--- src/rtl/txmb_pkg.sv ---
package txmb_pkg;
  typedef enum logic {
    PRIO_BY_ID   = 1'b0,
    PRIO_BY_MBOX = 1'b1
  } prio_mode_e;
endpackage

--- src/rtl/txmb_mode_lock.sv ---
module txmb_mode_lock
  import txmb_pkg::*;
(
  input  logic       clk,
  input  logic       rst,
  input  logic       open_i,
  input  logic       wr_i,
  input  logic       wdata_i,
  output prio_mode_e mode_o
);
  prio_mode_e mode_q;

  always_ff @(posedge clk) begin
    if (rst)
      mode_q <= PRIO_BY_ID;
    else if (wr_i && open_i)
      mode_q <= prio_mode_e'(wdata_i);
  end

  assign mode_o = mode_q;

  // a closed configuration window freezes the mode
  p_mode_locked_r9: assert property (@(posedge clk) disable iff (rst)
    !open_i |=> $stable(mode_q));
  // an accepted write lands on the next edge
  p_mode_taken_r8: assert property (@(posedge clk) disable iff (rst)
    (open_i && wr_i) |=> (mode_q == prio_mode_e'($past(wdata_i))));
endmodule

--- src/rtl/txmb_arb_tree.sv ---
module txmb_arb_tree
  import txmb_pkg::*;
#(
  parameter int N_MB  = 32,
  parameter int ID_W  = 11,
  parameter int IDX_W = $clog2(N_MB)
) (
  input  logic [N_MB-1:0]      req_i,
  input  logic [N_MB*ID_W-1:0] ids_i,
  input  prio_mode_e           mode_i,
  output logic                 win_v_o,
  output logic [IDX_W-1:0]     win_idx_o
);
  localparam int LEAVES = 1 << IDX_W;
  localparam int KW     = ID_W + IDX_W;

  // heap-ordered tree: node n has children 2n and 2n+1, root is 1
  logic             nv [2*LEAVES-1:1];
  logic [KW-1:0]    nk [2*LEAVES-1:1];
  logic [IDX_W-1:0] ni [2*LEAVES-1:1];

  // bigger key wins: inverted id ranks the smallest id highest,
  // and the index in the low bits breaks ties toward higher numbers
  for (genvar l = 0; l < LEAVES; l++) begin : g_leaf
    if (l >= 1 && l < N_MB) begin : g_live
      assign nv[LEAVES+l] = req_i[l];
      assign ni[LEAVES+l] = IDX_W'(l);
      assign nk[LEAVES+l] = (mode_i == PRIO_BY_MBOX)
                          ? {{ID_W{1'b0}}, IDX_W'(l)}
                          : {~ids_i[l*ID_W +: ID_W], IDX_W'(l)};
    end else begin : g_dead
      assign nv[LEAVES+l] = 1'b0;
      assign ni[LEAVES+l] = '0;
      assign nk[LEAVES+l] = '0;
    end
  end

  for (genvar n = 1; n < LEAVES; n++) begin : g_node
    logic take_l;
    assign take_l = nv[2*n] && (!nv[2*n+1] || (nk[2*n] > nk[2*n+1]));
    assign nv[n]  = nv[2*n] | nv[2*n+1];
    assign nk[n]  = take_l ? nk[2*n] : nk[2*n+1];
    assign ni[n]  = take_l ? ni[2*n] : ni[2*n+1];
  end

  assign win_v_o   = nv[1];
  assign win_idx_o = nv[1] ? ni[1] : '0;
endmodule

--- src/rtl/txmb_pick.sv ---
module txmb_pick
  import txmb_pkg::*;
#(
  parameter int N_MB  = 32,
  parameter int ID_W  = 11,
  parameter int IDX_W = $clog2(N_MB)
) (
  input  logic                 clk,
  input  logic                 rst,
  input  logic                 cfg_open,
  input  logic                 mode_wr,
  input  logic                 mode_wdata,
  input  logic [N_MB-1:0]      tx_pend,
  input  logic [N_MB*ID_W-1:0] tx_ids,
  output logic                 prio_mode,
  output logic                 sel_valid,
  output logic [IDX_W-1:0]     sel_idx
);
  prio_mode_e       mode;
  logic             win_v;
  logic [IDX_W-1:0] win_idx;

  txmb_mode_lock u_lock (
    .clk     (clk),
    .rst     (rst),
    .open_i  (cfg_open),
    .wr_i    (mode_wr),
    .wdata_i (mode_wdata),
    .mode_o  (mode)
  );

  txmb_arb_tree #(.N_MB(N_MB), .ID_W(ID_W), .IDX_W(IDX_W)) u_tree (
    .req_i     (tx_pend),
    .ids_i     (tx_ids),
    .mode_i    (mode),
    .win_v_o   (win_v),
    .win_idx_o (win_idx)
  );

  always_ff @(posedge clk) begin
    if (rst) begin
      sel_valid <= 1'b0;
      sel_idx   <= '0;
    end else begin
      sel_valid <= win_v;
      sel_idx   <= win_idx;
    end
  end

  assign prio_mode = mode;

  // nothing pending among mailboxes 1.. gives an empty result
  p_idle_r6: assert property (@(posedge clk) disable iff (rst)
    (tx_pend[N_MB-1:1] == '0) |=> (!sel_valid && sel_idx == '0));
  // any live request produces a valid pick one edge later
  p_pick_due_r7: assert property (@(posedge clk) disable iff (rst)
    (tx_pend[N_MB-1:1] != '0) |=> sel_valid);
  // mailbox 0 is never chosen
  p_no_mbox0_r5: assert property (@(posedge clk) disable iff (rst)
    sel_valid |-> (sel_idx != '0));
  // in mailbox order the top mailbox always wins when pending
  p_top_wins_r4: assert property (@(posedge clk) disable iff (rst)
    (mode == PRIO_BY_MBOX && tx_pend[N_MB-1]) |=> (sel_idx == IDX_W'(N_MB-1)));
endmodule

--- config.mk ---
export PLATFORM = sky130hd
export DESIGN_NAME = txmb_pick
export DESIGN_NICKNAME = d
export VERILOG_FILES = /design/src/rtl/txmb_pkg.sv /design/src/rtl/txmb_mode_lock.sv /design/src/rtl/txmb_arb_tree.sv /design/src/rtl/txmb_pick.sv
export SDC_FILE = /design/constraint.sdc
export NUM_CORES = 1
export LEC_CHECK = 0
export ABC_AREA = 1
export BUFFER_PORTS_ARGS = -buffer_cell sky130_fd_sc_hd__buf_4
export CAP_MARGIN = 20
export CORE_MARGIN = 2
export CORE_UTILIZATION = 55
export DETAILED_ROUTE_END_ITERATION = 12
export PLACE_DENSITY = 0.87
export SLEW_MARGIN = 20
export SYNTH_ARGS = -nofsm -noshare
export SYNTH_HDL_FRONTEND = slang
export SYNTH_SLANG_ARGS = --single-unit
export TNS_END_PERCENT = 50
--- constraint.sdc ---
create_clock -name clk -period 9.9 [get_ports clk]
set_input_delay 0.99 -clock clk [delete_from_list [all_inputs] [get_ports clk]]
set_output_delay 0.99 -clock clk [all_outputs]
set_load 0.01 [all_outputs]
### Word level (Yosys, flattened, before mapping)

Index checks and enable logic that the tools add are counted.

* flip-flop bits (word level): 7
* input port bits: 389
* output and inout port bits: 7

* $lt $le $gt $ge: 30
* multiplexer cells: 90
* bitwise operators: 62
* reductions and logical operators: 92

Operators with widths (number)
* 16-bit two-way mux: 60
* 16-bit > comparator: 30
* 11-bit NOT: 31
* 5-bit two-way mux: 7
* 1-bit logical AND: 31
* 1-bit zero test: 30
* 1-bit logical OR: 30
* 1-bit bitwise OR: 30
* 1-bit two-way mux: 15
* 2-bit two-way mux: 5
* 3-bit two-way mux: 2
* 4-bit two-way mux: 1
* 2-bit OR reduction: 1
* 1-bit NOT: 1

### Depth between registers and ports, before layout

Gate-level depths: netlist of the first run.

* word-level depth: 22
* depth in mapped cells: 73
* mapped depth without buffers: 61

### Cells and area by module

From an unflattened synthesis of the first run, not the netlist that was laid out.

* cell total of the unflattened synthesis: 2304
* area total of the unflattened synthesis: 12926.1 um2

By module, submodules not included
* txmb_arb_tree: instances 1, cells an instance 2278, area each 12714.7 um2
* txmb_pick: instances 1, cells an instance 18, area each 165.2 um2
* txmb_mode_lock: instances 1, cells an instance 8, area each 46.3 um2

### Worst setup path after synthesis of the first run

OpenSTA, ideal clock, no wires.

* path type: register to register
* from: reg u_lock.mode_q (netlist: u_lock.mode_o)
* to: reg sel_idx[0]
* library setup time: 0.112 ns
* arrival time: 8.630 ns
* setup slack: 1.158 ns
* cell stages (with the launch flop): 63
* path buffers: 12
* clock period less this slack: 8.742 ns
* path through: dfxtp_1 -> buf_6 -> buf_6 -> buf_6 -> clkbuf_1 -> clkbuf_1 -> clkbuf_1 -> clkbuf_1 -> nor2_1 -> ha_1 -> a21oi_1 -> nor2_1 -> nor3b_1 -> nand4_1 -> nand2_1 -> clkbuf_1 -> clkbuf_1 -> nand2_1 -> [27 not listed] -> nand3b_1 -> a21oi_1 -> nor3_1 -> nand2_1 -> nand2_1 -> inv_1 -> buf_2 -> nand2_1 -> o21ai_0 -> ha_1 -> a21oi_1 -> o21ai_0 -> nor3_1 -> nand2_2 -> nand2_4 -> inv_2 -> nor2_1 -> nor2_1

* longest elaborated chain between the ends: 21
* elaborated cells between the ends (all ways): 180
* those cells by class: order compare: 30; mux: 90; reduce/logical: 60

RTL lines
* from (decl): RTL line txmb_mode_lock.sv:11 `prio_mode_e mode_q;`
* from (signal assigned): RTL line txmb_mode_lock.sv:17 `mode_q <= prio_mode_e'(wdata_i);`
* 16-bit two-way mux: RTL line txmb_arb_tree.sv:29 `? {{ID_W{1'b0}}, IDX_W'(l)}`
* 16-bit > comparator: RTL line txmb_arb_tree.sv:40 `assign take_l = nv[2*n] && (!nv[2*n+1] || (nk[2*n] > nk[2*n+1]));`
* 1-bit logical OR: RTL line txmb_arb_tree.sv:40
* 1-bit logical AND: RTL line txmb_arb_tree.sv:40
* 16-bit two-way mux: RTL line txmb_arb_tree.sv:42 `assign nk[n] = take_l ? nk[2*n] : nk[2*n+1];`
* 16-bit > comparator: RTL line txmb_arb_tree.sv:40
* 1-bit logical OR: RTL line txmb_arb_tree.sv:40
* 1-bit logical AND: RTL line txmb_arb_tree.sv:40
* [5 not listed]
* 16-bit > comparator: RTL line txmb_arb_tree.sv:40
* 1-bit logical OR: RTL line txmb_arb_tree.sv:40
* 1-bit logical AND: RTL line txmb_arb_tree.sv:40
* 16-bit two-way mux: RTL line txmb_arb_tree.sv:42
* 16-bit > comparator: RTL line txmb_arb_tree.sv:40
* 1-bit logical OR: RTL line txmb_arb_tree.sv:40
* 1-bit logical AND: RTL line txmb_arb_tree.sv:40
* 5-bit two-way mux *: RTL line txmb_arb_tree.sv:43 `assign ni[n] = take_l ? ni[2*n] : ni[2*n+1];`
* to (signal assigned): RTL line txmb_pick.sv:46 `sel_idx <= win_idx;`
* to (decl): RTL line txmb_pick.sv:17 `output logic [IDX_W-1:0] sel_idx`

Every way passes the cells marked *; elsewhere a longest branch is shown, timed or not.
A chain may end at the register's enable or synchronous reset.

### Worst setup path in the final report of the first run

* from: in tx_ids[103]
* to: reg sel_idx[1]

* longest elaborated chain between the ends: 22
* elaborated cells between the ends (all ways): 25
* those cells by class: order compare: 5; mux: 9; bitwise: 1; reduce/logical: 10

RTL lines
* from (decl): RTL line txmb_pick.sv:14 `input logic [N_MB*ID_W-1:0] tx_ids,`
* 11-bit NOT *: RTL line txmb_arb_tree.sv:30 `: {~ids_i[l*ID_W +: ID_W], IDX_W'(l)};`
* 16-bit two-way mux *: RTL line txmb_arb_tree.sv:29
* 16-bit > comparator: RTL line txmb_arb_tree.sv:40
* 1-bit logical OR: RTL line txmb_arb_tree.sv:40
* 1-bit logical AND: RTL line txmb_arb_tree.sv:40
* 16-bit two-way mux *: RTL line txmb_arb_tree.sv:42
* 16-bit > comparator: RTL line txmb_arb_tree.sv:40
* 1-bit logical OR: RTL line txmb_arb_tree.sv:40
* [6 not listed]
* 16-bit > comparator: RTL line txmb_arb_tree.sv:40
* 1-bit logical OR: RTL line txmb_arb_tree.sv:40
* 1-bit logical AND: RTL line txmb_arb_tree.sv:40
* 16-bit two-way mux: RTL line txmb_arb_tree.sv:42
* 16-bit > comparator: RTL line txmb_arb_tree.sv:40
* 1-bit logical OR: RTL line txmb_arb_tree.sv:40
* 1-bit logical AND: RTL line txmb_arb_tree.sv:40
* 5-bit two-way mux *: RTL line txmb_arb_tree.sv:43

Marked as above.

==> results.json, run 1 <==
{
  "die_y_um": 155,
  "clk_latency_ns": 0.24,
  "clkSinkCount": 7,
  "place.port_buffers": 383,
  "cts_made_buffers": 3,
  "synth_seq_cells": 7,
  "grt_pass1_wl_um": 65600,
  "p_leak_nw": 8.48,
  "synth.largest_area_cell": "ha_1",
  "dpl_cell_area_um2": 15500,
  "yosysWarnings": 0,
  "fp.dieW_um": 155,
  "globalplace.congestion": 0.938,
  "endpoint_kind": "register",
  "yosysMostFrequentCell": "nand2_1",
  "report.final.setup_viol": 0,
  "diodes": 0,
  "layout-drive-gt1-share_pct": 23.3,
  "viasPerCell": 5.68,
  "synth-edff-count": 0,
  "required_ns": 10.05,
  "drc_errors": 0,
  "critPathMaxStageDelay_ns": 0.48,
  "fin_area_um2": 15700,
  "run_status": "completed",
  "max_cap_violations": 0,
  "grt_pass1_vias": 14700,
  "crit_type": "in2reg",
  "syn_nets": 2902,
  "synthFlopType": "dfxtp_1",
  "setup_tns_ns": 0,
  "grt.total_usage_pct": 32.2,
  "clock-root-buffer": "clkbuf_16",
  "path_max_fanout": 26,
  "drt-pass1-iter-count": 6,
  "final_hold_viol_count": 0,
  "synth_cell_types": 45,
  "areaGrowthSynthToFinish_pct": 24.8,
  "wl_per_cell_um": 14.8,
  "yosys-top-cells-count": "nand2_1, o21ai_0, nor2_1",
  "antenna_found_initial": 1,
  "cp-start-kind": "input pin",
  "synthTopCellsByArea": "ha_1, nand2_1, o21ai_0, nor2_1, or2_2",
  "period_needed_ns": 9.26,
  "clk_pin_slew_ns": 0.04,
  "grt_max_degree": 103,
  "slew_viol_final": 0,
  "clockBufferDepth": 2,
  "num_vias": 16000,
  "grt_overflow_total": 0,
  "syn-cell-area_um2": 12600,
  "synth_cells": 2224,
  "dp.final_hpwl_um": 35600,
  "routed_wirelength_um": 41500,
  "final_core_util_pct": 69.5,
  "cp_slowest_cell": "o21ai_0",
  "timing.fmax_ghz": 0.108,
  "slew_headroom_pct": 48.1,
  "fillers": 2031,
  "ant_nets": 0,
  "seq_area_frac_synth_pct": 1.11,
  "rows": 55,
  "arrival_ns": 9.40,
  "power_density_nw_per_um2": 150,
  "worstMarginPinSlew_ns": 0.769,
  "start_util_pct": 55.7,
  "hp-class": "in2reg",
  "async_flop_share_pct": 0,
  "finClkSkew_ns": 0.00461,
  "p_total_mw": 2.35,
  "syn_area_per_cell_um2": 5.65,
  "cp_common_cell": "nand2_1",
  "layout.nets": 3207,
  "fin_crit_sh_pct": 93.5,
  "ios": 396,
  "h-tree-depth": 1,
  "cts_tree": "yes",
  "drtIter0Drc": 1088,
  "synth_top_cell_area_share_pct": 28.8,
  "max-vdd-ir-drop_uv": 139,
  "core_um2": 22600,
  "die_area_um2": 24100
}
## critical path, delay by kind of cell
kind	cells	cell delay [ns]
AND/OR/NAND/NOR	19	2.62
adder cells (fa/ha/maj)	5	1.62
buffers and inverters	4	0.97
AO/OA/AOI/OAI	16	3.18
## report_power, final
part | switching, mW | internal, mW | leakage (nW) | total, mW
registers | 0.00517 | 0.0416 | 0.0592 | 0.0467
logic | 1.39 | 0.838 | 8.38 | 2.23
clock network | 0.0195 | 0.0540 | 0.0382 | 0.0736
total | 1.42 | 0.934 | 8.48 | 2.35
## sequential cells by signal, summed over array words and instances (netlist names)
name           flops
sel_idx            5
u_lock.mode_o      1
sel_valid          1
## placed cells by master (no fill, tap or decap), types with 3 or more instances in the layout
cell type	count
clkinvlp_4	8
ha_1	289
nand2_1	610
o311ai_0	3
a211oi_1	15
and2_1	5
dfxtp_1	6
nand2_2	22
nand3_1	75
a21o_1	11
o21ai_1	25
o221a_2	3
clkbuf_16	3
a31oi_1	3
o21bai_1	8
inv_2	3
nand4_1	56
o211ai_1	3
or2_2	147
o21ai_0	284
inv_1	98
buf_4	388
a21oi_1	110
nor3_1	16
nor4_1	3
nand3b_1	8
o21a_1	7
nor2_1	290
## layer usage
layer / GRT usage [%] / share of wire, % / up-vias
met2: 58.3 / 48 / 597
met3: 3.20 / 6.1 / 137
met4: 14.0 / 4.8 / 2
met5: 0 / 0.031 / -
met1: 38.6 / 41 / 7067
li1: - / - / 8167
## metrics by stage
| step | hold slack [ns] | cells | setup WS (ns) |
|---|---|---|---|
| floorplan | 0.668 | 2224 | 1.16 |
| global route | 0.956 | 2813 | -0.0215 |
| detailed placement | 0.991 | 2805 | 0.490 |
| finish | 0.949 | 2813 | 0.643 |
| global placement | 0.990 | 2805 | 0.660 |
| CTS | 0.953 | 2809 | 0.616 |
## path summary, 6_finish.rpt
check	from	endpoint	slack, ns	depth (start not counted)
max	tx_ids[103]	sel_idx[1]$_SDFF_PP0_	0.64	44
min	rst	sel_idx[4]$_SDFF_PP0_	0.95	2
max reg2reg	u_lock.mode_o$_SDFFE_PP0P_	sel_idx[1]$_SDFF_PP0_	0.71	44
min reg2reg	u_lock.mode_o$_SDFFE_PP0P_	u_lock.mode_o$_SDFFE_PP0P_	1.06	3
## cell type report
type / count / area [um^2] / share of cell area [%]
timing repair inverter: 2 / 15.0 / 0.0957
tap: 285 / 357 / 2.27
timing repair buffer: 392 / 3000 / 19.1
sequential: 7 / 144 / 0.917
multi-input combinational: 2016 / 11700 / 74.4
clock buffer: 4 / 78.8 / 0.503
inverter: 107 / 424 / 2.70
## cells by family after synthesis
family,share of synthesized area [%]
and+or+nand+nor,43.3
DFF,1.11
buffers and inverters,6.23
AOI/OAI and AO/OA,20.6
adders and majority gates,28.8
## what timing repair did
item	CTS	global route
buffers inserted	0	2
resized for setup	0	35
hold buffers	0	0
endpoints found under the setup margin	0	5
Power figures use the tool's default switching activity.
==> run 2: changes to the inputs <==
--- a/config.mk
+++ b/config.mk
@@ -12,6 +12,7 @@
 export CORE_UTILIZATION = 55
 export DETAILED_ROUTE_END_ITERATION = 12
 export PLACE_DENSITY = 0.87
+export RECOVER_POWER = 100
 export SLEW_MARGIN = 20
 export SYNTH_ARGS = -nofsm -noshare
 export SYNTH_HDL_FRONTEND = slang
==> run 2 against run 1 <==
Via count grew 0.16%. Cell area shrank 0.17%. Non-clock buffer count stayed put. Clock power about the same. Die area is the same. Routed wire length about the same. Highest routed layer unchanged.
==> results.json, run 2 (synthesized netlist as in run 1, its figures left out) <==
{
  "run_status": "completed",
  "drtIter0Drc": 1124,
  "max-vdd-ir-drop_uv": 139,
  "globalplace.congestion": 0.938,
  "dp.final_hpwl_um": 35600,
  "grt_pass1_vias": 14700,
  "wl_per_cell_um": 14.8,
  "power_density_nw_per_um2": 150,
  "critPathMaxStageDelay_ns": 0.49,
  "clk_pin_slew_ns": 0.04,
  "clockBufferDepth": 2,
  "layout-drive-gt1-share_pct": 23.1,
  "grt_pass1_wl_um": 65600,
  "worstMarginPinSlew_ns": 0.772,
  "final_hold_viol_count": 0,
  "num_vias": 16000,
  "die_area_um2": 24100,
  "cp-start-kind": "input pin",
  "grt_overflow_total": 0,
  "viasPerCell": 5.69,
  "hold_depth": 2,
  "p_leak_nw": 8.45,
  "core_um2": 22600,
  "period_needed_ns": 9.27,
  "ios": 396,
  "layout.nets": 3207,
  "areaGrowthSynthToFinish_pct": 24.6,
  "arrival_ns": 9.41,
  "die_y_um": 155,
  "slew_viol_final": 0,
  "pre_cts_ws_ns": 0.490,
  "antenna_found_initial": 1,
  "final_cell_mix": "nand2_1, buf_4, nor2_1",
  "fillers": 2032,
  "cp_slowest_cell": "o21ai_0",
  "largest_register": "sel_idx",
  "place.port_buffers": 383,
  "p_total_mw": 2.35,
  "hold_buffers": 0,
  "clock-root-buffer": "clkbuf_16",
  "worst_slack_ns": 0.634,
  "clkSinkCount": 7,
  "fp.dieW_um": 155,
  "h-tree-depth": 1,
  "finClkSkew_ns": 0.00462,
  "rows": 55,
  "report.final.setup_viol": 0,
  "grt_max_degree": 103,
  "final_common_cell": "nand2_1",
  "cp_common_cell": "nand2_1",
  "start_util_pct": 55.7,
  "clk_latency_ns": 0.24,
  "path_max_fanout": 26,
  "max_cap_violations": 0,
  "crit_type": "in2reg",
  "diodes": 0,
  "fin_crit_sh_pct": 93.6,
  "grt.total_usage_pct": 32.2,
  "drc_errors": 0,
  "hp-class": "in2reg",
  "required_ns": 10.05,
  "ant_nets": 0,
  "timing.fmax_ghz": 0.108,
  "routed_wirelength_um": 41500,
  "slew_headroom_pct": 47.8,
  "largest_reg_flops": 5,
  "endpoint_kind": "register",
  "ff2ff_path_depth": 44,
  "drt-pass1-iter-count": 6,
  "cts_tree": "yes",
  "cts_made_buffers": 3
}
-- run 2: per-layer routing --
layer,vias to the layer above,share of wire (%),GRT usage [%]
met2,594,48,58.3
met3,134,6.0,3.20
met1,7098,41,38.6
li1,8168,-,-
met5,-,0.031,0
met4,2,4.8,14.0
-- run 2: timing repair --
item / in CTS / in global routing
buffers inserted: 0 / 2
resized for setup: 0 / 35
endpoints found under the setup margin: 0 / 5
-- run 2: worst max-delay path, delay by kind of cell --
family	cells	cell delay, ns
adder cells (fa/ha/maj)	5	1.62
buffers and inverters	4	0.97
AND/OR/NAND/NOR	19	2.62
AO/OA/AOI/OAI	16	3.19
-- run 2: where the power goes --
| group | internal [mW] | switching (mW) |
|---|---|---|
| logic | 0.830 | 1.39 |
| registers | 0.0415 | 0.00488 |
| clock network | 0.0540 | 0.0197 |
| total | 0.926 | 1.42 |
-- run 2: area by class of cell --
cell class,instances,area [um^2],share of cell area (%)
Tap cell,285,357,2.28
Inverter,107,424,2.71
Timing Repair inverter,2,15.0,0.0959
Clock buffer,4,78.8,0.503
Multi-Input combinational cell,2016,11700,74.5
Timing Repair Buffer,392,2970,19.0
Sequential cell,7,144,0.919
-- run 2: final timing paths --
kind,end,startpoint,slack [ns]
worst max-delay path,sel_idx[1]$_SDFF_PP0_,tx_ids[103],0.63
worst min-delay path,sel_idx[4]$_SDFF_PP0_,rst,0.95
worst max register to register,sel_idx[1]$_SDFF_PP0_,u_lock.mode_o$_SDFFE_PP0P_,0.70
worst min register to register,u_lock.mode_o$_SDFFE_PP0P_,u_lock.mode_o$_SDFFE_PP0P_,1.06
-- run 2: through the flow --
step	utilization (%)	TNS, ns	instance area, um^2	hold WS (ns)	instances
final	69.4	0	15700	0.949	2813
after global routing	69.4	-0.0428	15700	0.956	2813
after CTS	69.0	0	15600	0.953	2809
after detailed placement	68.7	0	15500	0.991	2805
after global placement	68.7	0	15500	0.990	2805
after floorplan	-	0	12600	0.668	2224
